File: config.mk
export PLATFORM = sky130hd
export DESIGN_NAME = i2c_regbank_slave
export DESIGN_NICKNAME = d
export VERILOG_FILES = /design/src/rtl/i2c_rb_pkg.sv /design/src/rtl/i2c_rb_sync.sv /design/src/rtl/i2c_rb_ptr.sv /design/src/rtl/i2c_regbank_slave.sv
export SDC_FILE = /design/constraint.sdc
export NUM_CORES = 1
export LEC_CHECK = 0
export BUFFER_PORTS_ARGS = -buffer_cell sky130_fd_sc_hd__buf_2
export CAP_MARGIN = 10
export CORE_ASPECT_RATIO = 0.6
export CORE_MARGIN = 4
export CORE_UTILIZATION = 30
export CTS_BUF_LIST = sky130_fd_sc_hd__clkbuf_2
export DETAILED_ROUTE_END_ITERATION = 8
export GPL_ROUTABILITY_DRIVEN = 0
export GPL_TIMING_DRIVEN = 0
export SLEW_MARGIN = 20
export SYNTH_ARGS = -nofsm -noshare
export SYNTH_HDL_FRONTEND = slang
export SYNTH_SLANG_ARGS = --single-unit
File: constraint.sdc
create_clock -name clk -period 2.25 [get_ports clk]
set_input_delay 0.45 -clock clk [delete_from_list [all_inputs] [get_ports clk]]
set_output_delay 0.45 -clock clk [all_outputs]
set_load 0.02 [all_outputs]
File: src/rtl/i2c_rb_pkg.sv
package i2c_rb_pkg;

    typedef enum logic [3:0] {
        S_IDLE,
        S_DEV,
        S_DEV_ACK,
        S_WADDR,
        S_WADDR_ACK,
        S_WDATA,
        S_WDATA_ACK,
        S_RDATA,
        S_RACK
    } rb_state_e;

endpackage

File: src/rtl/i2c_rb_sync.sv
// Brings SCL/SDA into the system clock domain and flags edges and bus conditions.
module i2c_rb_sync #(
    parameter int STAGES = 2
) (
    input  logic clk,
    input  logic rst_n,
    input  logic scl_raw,
    input  logic sda_raw,
    output logic sda_s,
    output logic scl_rise,
    output logic scl_fall,
    output logic start_det,
    output logic stop_det
);

    logic [STAGES-1:0] scl_pipe;
    logic [STAGES-1:0] sda_pipe;
    logic              scl_q;
    logic              sda_q;
    logic              scl_s;

    always_ff @(posedge clk or negedge rst_n) begin
        if (!rst_n) begin
            scl_pipe <= '1;
            sda_pipe <= '1;
            scl_q    <= 1'b1;
            sda_q    <= 1'b1;
        end else begin
            scl_pipe <= {scl_pipe[STAGES-2:0], scl_raw};
            sda_pipe <= {sda_pipe[STAGES-2:0], sda_raw};
            scl_q    <= scl_pipe[STAGES-1];
            sda_q    <= sda_pipe[STAGES-1];
        end
    end

    assign scl_s     = scl_pipe[STAGES-1];
    assign sda_s     = sda_pipe[STAGES-1];
    assign scl_rise  = scl_s & ~scl_q;
    assign scl_fall  = ~scl_s & scl_q;
    // SDA moving while SCL stays high is a bus condition, never data
    assign start_det = scl_s & scl_q & sda_q & ~sda_s;
    assign stop_det  = scl_s & scl_q & ~sda_q & sda_s;

endmodule

File: src/rtl/i2c_rb_ptr.sv
// Word pointer: load has priority over step; natural wrap at 2**AW.
module i2c_rb_ptr #(
    parameter int AW = 4
) (
    input  logic          clk,
    input  logic          rst_n,
    input  logic          load,
    input  logic [AW-1:0] load_val,
    input  logic          step,
    output logic [AW-1:0] ptr
);

    always_ff @(posedge clk or negedge rst_n) begin
        if (!rst_n) begin
            ptr <= '0;
        end else if (load) begin
            ptr <= load_val;
        end else if (step) begin
            ptr <= ptr + 1'b1;
        end
    end

endmodule

File: src/rtl/i2c_regbank_slave.sv
module i2c_regbank_slave
    import i2c_rb_pkg::*;
#(
    parameter logic [6:0] DEV_ADDR7   = 7'h51,
    parameter int         AW          = 4,
    parameter int         SYNC_STAGES = 2
) (
    input  logic          clk,
    input  logic          rst_n,
    input  logic          scl_in,
    input  logic          sda_in,
    output logic          sda_drive_low,
    output logic          wr_en,
    output logic [AW-1:0] wr_addr,
    output logic [7:0]    wr_data,
    output logic [AW-1:0] rd_addr,
    input  logic [7:0]    rd_data,
    output logic          snap_req
);

    localparam int         CNT_W   = 4;
    localparam logic [7:0] RD_BYTE = {DEV_ADDR7, 1'b1};

    rb_state_e        state;
    rb_state_e        nxt;
    logic [CNT_W-1:0] cnt;
    logic [7:0]       shreg;
    logic [7:0]       txreg;
    logic [7:0]       rx_byte;
    logic             mack;
    logic             sda_s;
    logic             scl_rise;
    logic             scl_fall;
    logic             start_det;
    logic             stop_det;
    logic             ptr_inc;
    logic             ptr_load;
    logic [AW-1:0]    ptr_ld_val;
    logic [AW-1:0]    ptr;
    logic             byte_end;

    i2c_rb_sync #(.STAGES(SYNC_STAGES)) u_sync (
        .clk      (clk),
        .rst_n    (rst_n),
        .scl_raw  (scl_in),
        .sda_raw  (sda_in),
        .sda_s    (sda_s),
        .scl_rise (scl_rise),
        .scl_fall (scl_fall),
        .start_det(start_det),
        .stop_det (stop_det)
    );

    i2c_rb_ptr #(.AW(AW)) u_ptr (
        .clk     (clk),
        .rst_n   (rst_n),
        .load    (ptr_load),
        .load_val(ptr_ld_val),
        .step    (ptr_inc),
        .ptr     (ptr)
    );

    assign rx_byte  = {shreg[6:0], sda_s};
    assign byte_end = scl_fall && (cnt == CNT_W'(8));
    assign wr_addr  = ptr;
    assign rd_addr  = ptr;

    // next-state decode
    always_comb begin
        nxt = state;
        if (stop_det) begin
            nxt = S_IDLE;
        end else if (start_det) begin
            nxt = S_DEV;
        end else begin
            unique case (state)
                S_IDLE:      nxt = S_IDLE;
                S_DEV:       if (byte_end) nxt = (shreg[7:1] == DEV_ADDR7) ? S_DEV_ACK : S_IDLE;
                S_DEV_ACK:   if (scl_fall) nxt = shreg[0] ? S_RDATA : S_WADDR;
                S_WADDR:     if (byte_end) nxt = S_WADDR_ACK;
                S_WADDR_ACK: if (scl_fall) nxt = S_WDATA;
                S_WDATA:     if (byte_end) nxt = S_WDATA_ACK;
                S_WDATA_ACK: if (scl_fall) nxt = S_WDATA;
                S_RDATA:     if (byte_end) nxt = S_RACK;
                S_RACK:      if (scl_fall) nxt = mack ? S_RDATA : S_IDLE;
                default:     nxt = S_IDLE;
            endcase
        end
    end

    // state register
    always_ff @(posedge clk or negedge rst_n) begin
        if (!rst_n) begin
            state <= S_IDLE;
        end else begin
            state <= nxt;
        end
    end

    // outputs and datapath
    always_ff @(posedge clk or negedge rst_n) begin
        if (!rst_n) begin
            cnt           <= '0;
            shreg         <= '0;
            txreg         <= '0;
            mack          <= 1'b0;
            sda_drive_low <= 1'b0;
            wr_en         <= 1'b0;
            wr_data       <= '0;
            snap_req      <= 1'b0;
            ptr_inc       <= 1'b0;
            ptr_load      <= 1'b0;
            ptr_ld_val    <= '0;
        end else begin
            wr_en    <= 1'b0;
            snap_req <= 1'b0;
            ptr_inc  <= 1'b0;
            ptr_load <= 1'b0;
            if (start_det || stop_det) begin
                cnt           <= '0;
                sda_drive_low <= 1'b0;
            end else begin
                if (scl_rise) begin
                    unique case (state)
                        S_DEV, S_WADDR, S_WDATA: begin
                            shreg <= rx_byte;
                            cnt   <= cnt + 1'b1;
                            if (cnt == CNT_W'(7)) begin
                                if (state == S_DEV && rx_byte == RD_BYTE) begin
                                    snap_req <= 1'b1;
                                end
                                if (state == S_WADDR) begin
                                    ptr_load   <= 1'b1;
                                    ptr_ld_val <= rx_byte[AW-1:0];
                                end
                                if (state == S_WDATA) begin
                                    wr_en   <= 1'b1;
                                    wr_data <= rx_byte;
                                end
                            end
                        end
                        S_RDATA: cnt  <= cnt + 1'b1;
                        S_RACK:  mack <= ~sda_s;
                        default: ;
                    endcase
                end
                if (scl_fall) begin
                    unique case (state)
                        S_DEV, S_WADDR, S_WDATA: begin
                            if (cnt == CNT_W'(8)) begin
                                cnt           <= '0;
                                sda_drive_low <= (nxt != S_IDLE);
                            end
                        end
                        S_DEV_ACK, S_WADDR_ACK: begin
                            cnt           <= '0;
                            sda_drive_low <= 1'b0;
                            if (nxt == S_RDATA) begin
                                txreg         <= rd_data;
                                sda_drive_low <= ~rd_data[7];
                            end
                        end
                        S_WDATA_ACK: begin
                            cnt           <= '0;
                            sda_drive_low <= 1'b0;
                            ptr_inc       <= 1'b1;
                        end
                        S_RDATA: begin
                            if (cnt == CNT_W'(8)) begin
                                sda_drive_low <= 1'b0;
                                ptr_inc       <= 1'b1;
                            end else begin
                                txreg         <= {txreg[6:0], 1'b0};
                                sda_drive_low <= ~txreg[6];
                            end
                        end
                        S_RACK: begin
                            cnt <= '0;
                            if (mack) begin
                                txreg         <= rd_data;
                                sda_drive_low <= ~rd_data[7];
                            end else begin
                                sda_drive_low <= 1'b0;
                            end
                        end
                        default: ;
                    endcase
                end
            end
        end
    end

endmodule

==> impl_metrics.tcl, run 1 <==
set metrics [dict create \
    nFillCells 801 \
    hold-path-cell-count 1 \
    cp-startpoint "cnt[1]$_DFF_PN0_" \
    p_comb_share_pct 15.6 \
    multi_input_area_um2 1166 \
    wl_per_cell_um 14.52 \
    slowest_stage "or4_1" \
    cp_top_family "simple AND/OR/NAND/NOR gates" \
    rsz0062_at_grt "no" \
    maxCapViolations 0 \
    dp_slack_ns 0.1441 \
    async_reset_ff_share_pct 100.0 \
    synth-seq-cells 51 \
    synth_nets 242 \
    layout_min_cycle_time_ns 2.090 \
    cp.required_ns 2.65 \
    critPathKind "reg -> reg" \
    grt_first_pass_wirelength_mm 8.873 \
    min_path_type "in -> reg" \
    io_buffers 30 \
    ant_nets 0 \
    r2r_slack_ns 0.16 \
    clkPwrFrac_pct 25.2 \
    tightest_slew_ns 0.6472 \
    synthMuxAreaShare_pct 13.10 \
    overflow 0 \
    antennaDiodeCount 0 \
    hold_start "scl_in" \
    utilization_pct 36.74 \
    power.switching_uw 540.8 \
    p_int_mw 1.338 \
    ys_warn_count 0 \
    seq_area_um2 1284 \
    yosys.area_share.simple_pct 16.45 \
    ir_drop_mv 0.2709 \
    start_util_pct 31.83 \
    layout.nets 285 \
    firstDrtPassIters 4 \
    cts_resized 0 \
    clk_pin_slew_ns 0.25 \
    fmax_mhz 478.4 \
    reg2reg_to "sda_drive_low$_DFFE_PN0P_" \
    fin_ws_ns 0.1598 \
    outcome "finished, final reports clean" \
    setup-tns-final_ns 0 \
    critPathMaxStageDelay_ns 0.52 \
    totalWireLength_mm 5.488 \
    cts_buffers 5 \
    die_w_um 127.7 \
    finalClockSkew_ns 0.01886 \
    seq_power_share_pct 59.2 \
    setup_violations 0 \
    die_h_um 79.82 \
    synth-compound-area-share_pct 11.50 \
    clockBufferDepth 2 \
    worstPathCellList "inv_1, ha_1, nand3b_1, or4_1, a21oi_1, o221a_2, a31oi_1, o21ai_1" \
    p_leak_nw 1.411 \
    synth_fa_ha_area_share_pct 1.456 \
    synth_top_family_by_area "simple AND/OR/NAND/NOR gates" \
    synthesis.area_um2 2579 \
    hold_end "u_sync.scl_pipe[0]$_DFF_PN1_" \
    clk_latency_ns 0.44 \
    num_vias 1886 \
    r2r_start "cnt[1]$_DFF_PN0_" \
    drv_slew 0 \
    synth_edf_count 0 \
    rows 25 \
    synth-main-ff-cell "dfrtp_1" \
    tritoncts "yes" \
    rr_worst_depth 8 \
    io_pins 31 \
    area_delta_synth_final_pct 15.43 \
    antenna_found_initial 0 \
    fin_crit_sh_pct 92.90 \
    grt_pass1_vias 1717 \
    drive_gt1_share_pct 34.44 \
    final_common_cell "dfrtp_1" \
    p_sw_share_pct 28.78 \
    hold_viol 0 \
    cp.arrival_ns 2.49 \
    h-tree-depth 2 \
    root_buffer "clkbuf_2" \
    netlist-cell-type-count 50 \
    path_buf_inv 1 \
    core_area_um2 8102 \
    relSlewSlack_pct 56.85 \
    avgViaCountPerCell 4.989 \
    cp-start-kind "register" \
    synth-xor-area-share_pct 2.717 \
    drtIter0Drc 168 \
    crit_path_end_kind "register" \
    crit_fanout 7 \
    cts.sink_count 51 \
    seq_area_frac_synth_pct 49.78 \
    grt_max_degree 52 \
    dp_hpwl_mm 3.932 \
    layout_common_cells "dfrtp_1, buf_2, nand2_1" \
    dieArea_um2 10190 \
    drc 0 \
    syn_avg_cell_area_um2 11.36 \
    grtUsageTotal_pct 10.96 \
    power_density_nw_per_um2 631.2 \
    synthCells 227 \
]
[final cells by class]
| cell class | instances | share of cell area (%) |
|---|---|---|
| tap | 108 | 4.540 |
| clock inverter | 2 | 1.261 |
| multi-input combinational | 159 | 39.18 |
| sequential | 51 | 43.13 |
| timing repair buffer | 36 | 6.726 |
| inverter | 4 | 0.5044 |
| clock buffer | 5 | 0.8407 |
| buffer | 13 | 3.825 |
[per-stage QoR]
stage          instances  cell area, um^2  hold WS [ns]  total power, mW
4_1_cts              373             2939       0.03385            1.873
3_5_place_dp         365             2867        0.3468            1.395
2_1_floorplan        227             2579        0.1544            1.290
5_1_grt              378             2977      0.002273            1.983
6_report             378             2977       0.06257            1.879
3_3_place_gp         365             2864        0.3459            1.380
[worst max path at each step]
stage / slack, ns / end / cells after the start
floorplan: 0.41 / sda_drive_low$_DFFE_PN0P_ / 8
global placement: 0.18 / sda_drive_low$_DFFE_PN0P_ / 8
detailed placement: 0.14 / sda_drive_low$_DFFE_PN0P_ / 8
CTS: 0.1 / sda_drive_low$_DFFE_PN0P_ / 8
global route: 0.02 / sda_drive_low$_DFFE_PN0P_ / 8
finish: 0.16 / sda_drive_low$_DFFE_PN0P_ / 8
[state kept, by name (all words and copies together), names as in the netlist]
| signal | count |
|---|---|
| wr_en | 1 |
| ptr_load | 1 |
| ptr_inc | 1 |
| ptr_ld_val | 4 |
| snap_req | 1 |
| u_sync.sda_q | 1 |
| state | 4 |
| u_sync.scl_q | 1 |
| sda_drive_low | 1 |
| u_sync.sda_pipe | 2 |
| shreg | 8 |
| wr_data | 8 |
| cnt | 4 |
| mack | 1 |
| txreg | 7 |
| u_sync.scl_pipe | 2 |
| u_ptr.ptr | 4 |
[routing by layer]
metal  vias up  global-route usage (%)  wire length (um)
met5         -                       0                 0
met4         0                   2.225                38
met3         6                   3.810               428
met2        73                   13.90              2098
met1       912                   17.32              2923
li1        895                       -                 -
[Yosys cell counts (4+ instances only)]
library cell  number  area (um^2)
dfrtp_1           45         1126
o21ai_0           19        95.09
dfstp_2            6        157.7
nand2_1           26        97.59
nor3_1             5        25.02
xor2_1             4        35.03
mux2i_1            9        90.09
nand3_1            4        20.02
nand2b_1           4        25.02
mux2_2            22        247.7
buf_4              5        37.54
nor2_1            10        37.54
inv_1              4        15.01
xnor2_1            4        35.03
a21oi_1            4        20.02
[worst register-to-register path, delay by kind of cell (launching register included)]
kind	cells	cell delay, ns
AND/OR/NAND/NOR	2	0.74
flip-flops	1	0.46
AO/OA/AOI/OAI	4	0.60
adder cells (fa/ha/maj)	1	0.18
buffers and inverters	1	0.06
[cells by family after synthesis]
family	after synthesis
XOR/XNOR	8
buffers and inverters	17
flip-flops	51
AO/OA/AOI/OAI	43
AND/OR/NAND/NOR	74
adder cells (fa/ha/maj)	3
multiplexers	31
[power by group through the flow]
| stage | combinational (mW) | sequential [mW] | clock (mW) |
|---|---|---|---|
| after floorplan | 0.192 | 1.10 | 0 |
| after global placement | 0.248 | 1.13 | 0 |
| after detailed placement | 0.261 | 1.13 | 0 |
| after CTS | 0.263 | 1.12 | 0.492 |
| after global routing | 0.330 | 1.13 | 0.525 |
| final | 0.294 | 1.11 | 0.473 |
[what timing repair did]
| item | 4_1_cts | 5_1_grt |
|---|---|---|
| setup endpoints to repair | 0 | 1 |
| hold endpoints to repair | 36 | 0 |
| buffers inserted | 0 | 5 |
| hold buffers | 1 | 0 |
Power figures use the tool's default switching activity.
==> inputs of run 2 (changes only) <==
BUFFER_PORTS_ARGS = unset   (was -buffer_cell sky130_fd_sc_hd__buf_2)
DONT_BUFFER_PORTS = 1   (was unset)
GPL_ROUTABILITY_DRIVEN = unset   (was 0)
==> run 2 against run 1 <==
Compared with the run above:
- clock-buffer cell count is the same
- power shrank 5.3%
- flip-flop and latch count is the same
- sequential power is essentially flat
- sequential share of layout area grew 2.2 points
- critical endpoint unchanged
==> impl_metrics.tcl, run 2 (synthesis gave the netlist of run 1 again) <==
set metrics [dict create \
    outcome "finished, final reports clean" \
    firstDrtPassIters 4 \
    final_common_cell "dfrtp_1" \
    r2r_slack_ns 0.11 \
    fin_crit_sh_pct 95.14 \
    crit_path_end_kind "register" \
    hold_start "rd_data[0]" \
    rr_worst_depth 8 \
    path_buf_inv 1 \
    drive_gt1_share_pct 25.31 \
    utilization_pct 34.95 \
    p_leak_nw 1.259 \
    antennaDiodeCount 0 \
    hold_viol 0 \
    totalWireLength_mm 5.455 \
    gp_congestion 0.8576 \
    cts.sink_count 51 \
    nFillCells 794 \
    reg.largest.list "shreg (8), wr_data (8), txreg (7)" \
    root_buffer "clkbuf_2" \
    cp-start-kind "register" \
    power_density_nw_per_um2 628.5 \
    fin_area_um2 2831 \
    min_path_type "in -> reg" \
    cp.arrival_ns 2.55 \
    critPathKind "reg -> reg" \
    slowest_stage "or4_1" \
    tritoncts "yes" \
    rsz0062_at_grt "no" \
    overflow 0 \
    area_delta_synth_final_pct 9.801 \
    cp_top_family "simple AND/OR/NAND/NOR gates" \
    worstPathCellList "inv_1, ha_1, nand3b_1, or4_1, a21oi_1, o221a_2, a31oi_1, o21ai_1" \
    clockBufferDepth 2 \
    finalClockSkew_ns 0.01643 \
    relSlewSlack_pct 59.88 \
    hold_end "txreg[0]$_DFFE_PN0P_" \
    layout_common_cells "dfrtp_1, nand2_1, mux2_2" \
    setup_violations 0 \
    die_w_um 127.7 \
    avgViaCountPerCell 5.146 \
    reg2reg_to "sda_drive_low$_DFFE_PN0P_" \
    grt_first_pass_wirelength_mm 9.094 \
    tightest_slew_ns 0.5974 \
    dieArea_um2 10190 \
    drv_slew 0 \
    layout.nets 255 \
    critPathMaxStageDelay_ns 0.53 \
    maxCapViolations 0 \
    antenna_found_initial 0 \
    wl_per_cell_um 15.63 \
    hold-path-cell-count 2 \
    power_mw 1.780 \
    drc 0 \
    setup-tns-final_ns 0 \
    io_pins 31 \
    io_buffers 0 \
    dp.cells 335 \
    h-tree-depth 2 \
    die_h_um 79.82 \
    clk_pin_slew_ns 0.27 \
    grtUsageTotal_pct 11.29 \
    ant_nets 0 \
    fmax_mhz 467.1 \
    ir_drop_mv 0.2213 \
    core_area_um2 8102 \
    grt_pass1_vias 1746 \
    clk_latency_ns 0.46 \
    r2r_start "cnt[1]$_DFF_PN0_" \
    rows 25 \
    crit_fanout 7 \
    post_dp_cell_area_um2 2714 \
    layout_min_cycle_time_ns 2.141 \
    dp_hpwl_mm 3.832 \
    cts_buffers 5 \
    num_vias 1796 \
    drtIter0Drc 124 \
    cp.required_ns 2.66 \
    final_cells 349 \
    grt_max_degree 52 \
    start_util_pct 31.83 \
]
run 2: repair_timing:
action / 4_1_cts / 5_1_grt
setup buffers: 0 / 2
endpoints found under the hold margin: 53 / 0
endpoints found under the setup margin: 0 / 4
hold buffers: 4 / 0
resized for setup: 0 / 1
run 2: area by class of cell:
| cell class | count | area (um^2) | area share [%] |
|---|---|---|---|
| Clock inverter | 3 | 20.02 | 0.7070 |
| Buffer | 13 | 113.9 | 4.021 |
| Sequential cell | 51 | 1284 | 45.34 |
| Multi-Input combinational cell | 159 | 1166 | 41.18 |
| Inverter | 4 | 15.01 | 0.5303 |
| Timing Repair Buffer | 6 | 72.57 | 2.563 |
| Tap cell | 108 | 135.1 | 4.772 |
| Clock buffer | 5 | 25.02 | 0.8838 |
run 2: worst max-delay path by stage:
stage / start / end / cells after the start
floorplan: cnt[0]$_DFF_PN0_ / sda_drive_low$_DFFE_PN0P_ / 8
global placement: cnt[0]$_DFF_PN0_ / sda_drive_low$_DFFE_PN0P_ / 8
detailed placement: cnt[0]$_DFF_PN0_ / sda_drive_low$_DFFE_PN0P_ / 8
CTS: cnt[0]$_DFF_PN0_ / sda_drive_low$_DFFE_PN0P_ / 8
global route: cnt[1]$_DFF_PN0_ / sda_drive_low$_DFFE_PN0P_ / 8
finish: cnt[1]$_DFF_PN0_ / sda_drive_low$_DFFE_PN0P_ / 8
run 2: per-stage QoR:
stage	setup slack [ns]	hold WS [ns]
final	0.1093	0.09942
after global routing	0.03266	0.06556
after CTS	0.1048	0.06627
after detailed placement	0.1734	0.1559
after global placement	0.2018	0.1563
after floorplan	0.4066	0.1544
run 2: layer usage:
metal / routed length, um / GRT usage, % / part of all wire (%) / vias up
met5: 0 / 0 / 0 / -
met2: 2119 / 15.01 / 39 / 55
met4: 38 / 2.542 / 0.70 / 0
met3: 464 / 4.679 / 8.5 / 4
met1: 2833 / 16.73 / 52 / 900
li1: - / - / - / 837
run 2: power by group:
part           switching (mW)  total (mW)  leakage (nW)  internal (mW)
sequential              0.107        1.12         0.643           1.01
combinational           0.134       0.274         0.590          0.140
clock                   0.316       0.391        0.0266         0.0748
==> inputs of run 3 (changes only) <==
==> constraint.sdc (replaced) <==
create_clock -name clk -period 2.25 [get_ports clk]
set_input_delay 0.225 -clock clk [delete_from_list [all_inputs] [get_ports clk]]
set_output_delay 0.225 -clock clk [all_outputs]
set_load 0.02 [all_outputs]
==> run 3 against run 2 <==
Compared with the run above:
- flip-flop and latch count unchanged
- global-route usage up 0.14 points
- design area up 2.5%
- register-to-register slack about the same
- critical path depth unchanged
- sequential power about the same
- largest cell class unchanged
- largest power group unchanged
- highest routed layer unchanged
==> impl_metrics.tcl, run 3 (synthesis gave the netlist of run 1 again) <==
set metrics [dict create \
    cp.arrival_ns 2.55 \
    grtUsageTotal_pct 11.43 \
    grt_pass1_vias 1779 \
    layout.nets 262 \
    io_buffers 0 \
    rsz0062_at_grt "no" \
    tritoncts "yes" \
    die_w_um 127.7 \
    clockBufferDepth 2 \
    layout_min_cycle_time_ns 2.143 \
    h-tree-depth 2 \
    hold_viol 0 \
    start_util_pct 31.83 \
    antennaDiodeCount 0 \
    nFillCells 793 \
    min_path_type "in -> reg" \
    clk_latency_ns 0.46 \
    totalWireLength_mm 5.501 \
    cts.sink_count 51 \
    drv_slew 0 \
    seq_area_um2 1284 \
    crit_fanout 7 \
    setup-tns-final_ns 0 \
    layout_common_cells "dfrtp_1, nand2_1, mux2_2" \
    reg.largest.list "shreg (8), wr_data (8), txreg (7)" \
    ir_drop_mv 0.2252 \
    fmax_mhz 466.6 \
    tightest_slew_ns 0.5940 \
    dieArea_um2 10190 \
    antenna_found_initial 0 \
    cts_buffers 5 \
    whs_ns 0.1193 \
    gp_congestion 0.8576 \
    core_area_um2 8102 \
    grt_max_degree 52 \
    drc 0 \
    clk_pin_slew_ns 0.27 \
    outcome "finished, final reports clean" \
    num_vias 1807 \
    drive_gt1_share_pct 24.60 \
    cp.required_ns 2.66 \
    ant_nets 0 \
    root_buffer "clkbuf_2" \
    crit_path_end_kind "register" \
    relSlewSlack_pct 60.10 \
    drtIter0Drc 127 \
    critPathKind "reg -> reg" \
    overflow 0 \
    avgViaCountPerCell 5.076 \
    power_density_nw_per_um2 616.2 \
    die_h_um 79.82 \
    cp-start-kind "register" \
    io_pins 31 \
    multi_input_area_um2 1166 \
    finalClockSkew_ns 0.01528 \
    rows 25 \
    grt_first_pass_wirelength_mm 9.225 \
    firstDrtPassIters 4 \
    maxCapViolations 0 \
    area_delta_synth_final_pct 12.52 \
    setup_violations 0 \
    dp_hpwl_mm 3.832 \
    wl_per_cell_um 15.45 \
    final_common_cell "dfrtp_1" \
    p_leak_nw 1.288 \
    fin_crit_sh_pct 95.26 \
]
==> run 3: worst paths after layout <==
check | end | slack [ns] | startpoint | cells past startpoint
min reg2reg | u_sync.sda_pipe[1]$_DFF_PN1_ | 0.37 | u_sync.sda_pipe[0]$_DFF_PN1_ | 0
max reg2reg | sda_drive_low$_DFFE_PN0P_ | 0.11 | cnt[1]$_DFF_PN0_ | 8
max in group asynchronous | u_sync.scl_q$_DFF_PN1_ | 1.72 | rst_n | 2
min | sda_drive_low$_DFFE_PN0P_ | 0.12 | rd_data[7] | 4
max | sda_drive_low$_DFFE_PN0P_ | 0.11 | cnt[1]$_DFF_PN0_ | 8
min in group asynchronous | mack$_DFFE_PN0P_ | 0.23 | rst_n | 2
==> run 3: metal layers <==
| layer | share of wire, % | track usage [%] | vias up |
|---|---|---|---|
| li1 | - | - | 852 |
| met1 | 51 | 16.85 | 888 |
| met2 | 40 | 15.58 | 63 |
| met3 | 7.8 | 4.412 | 4 |
| met4 | 0.69 | 2.542 | 0 |
| met5 | 0 | 0 | - |
==> run 3: metrics by stage <==
stage	setup WS (ns)	instances	power (mW)	instance area (um^2)	utilization (%)
6_report	0.1067	356	1.788	2902	35.81
5_1_grt	0.03266	356	1.905	2902	35.81
4_1_cts	0.1048	354	1.798	2887	35.63
3_5_place_dp	0.1734	335	1.366	2714	33.50
3_3_place_gp	0.2018	335	1.352	2714	33.50
2_1_floorplan	0.4066	227	1.290	2579	-
==> run 3: report_power, final <==
part	internal, mW	switching, mW
clock	0.0748	0.315
sequential	1.01	0.107
combinational	0.148	0.136
==> run 3: layout make-up <==
class | count | share of cell area [%]
sequential | 51 | 44.24
buffer | 13 | 3.924
timing repair buffer | 13 | 4.916
clock inverter | 3 | 0.6900
clock buffer | 5 | 0.8624
tap | 108 | 4.657
multi-input combinational | 159 | 40.19
inverter | 4 | 0.5175
==> run 3: worst max-delay path, stage by stage (launching register included) <==
cell,delay [ns]
dfrtp_1,0.47
inv_1,0.07
ha_1,0.19
nand3b_1,0.24
or4_1,0.54
a21oi_1,0.17
o221a_2,0.22
a31oi_1,0.07
o21ai_1,0.13
==> run 3: timing repair <==
item / in CTS / in global routing
setup endpoints to repair: 0 / 4
hold buffers: 11 / 0
resized for setup: 0 / 1
endpoints found under the hold margin: 60 / 0
buffers inserted: 0 / 2
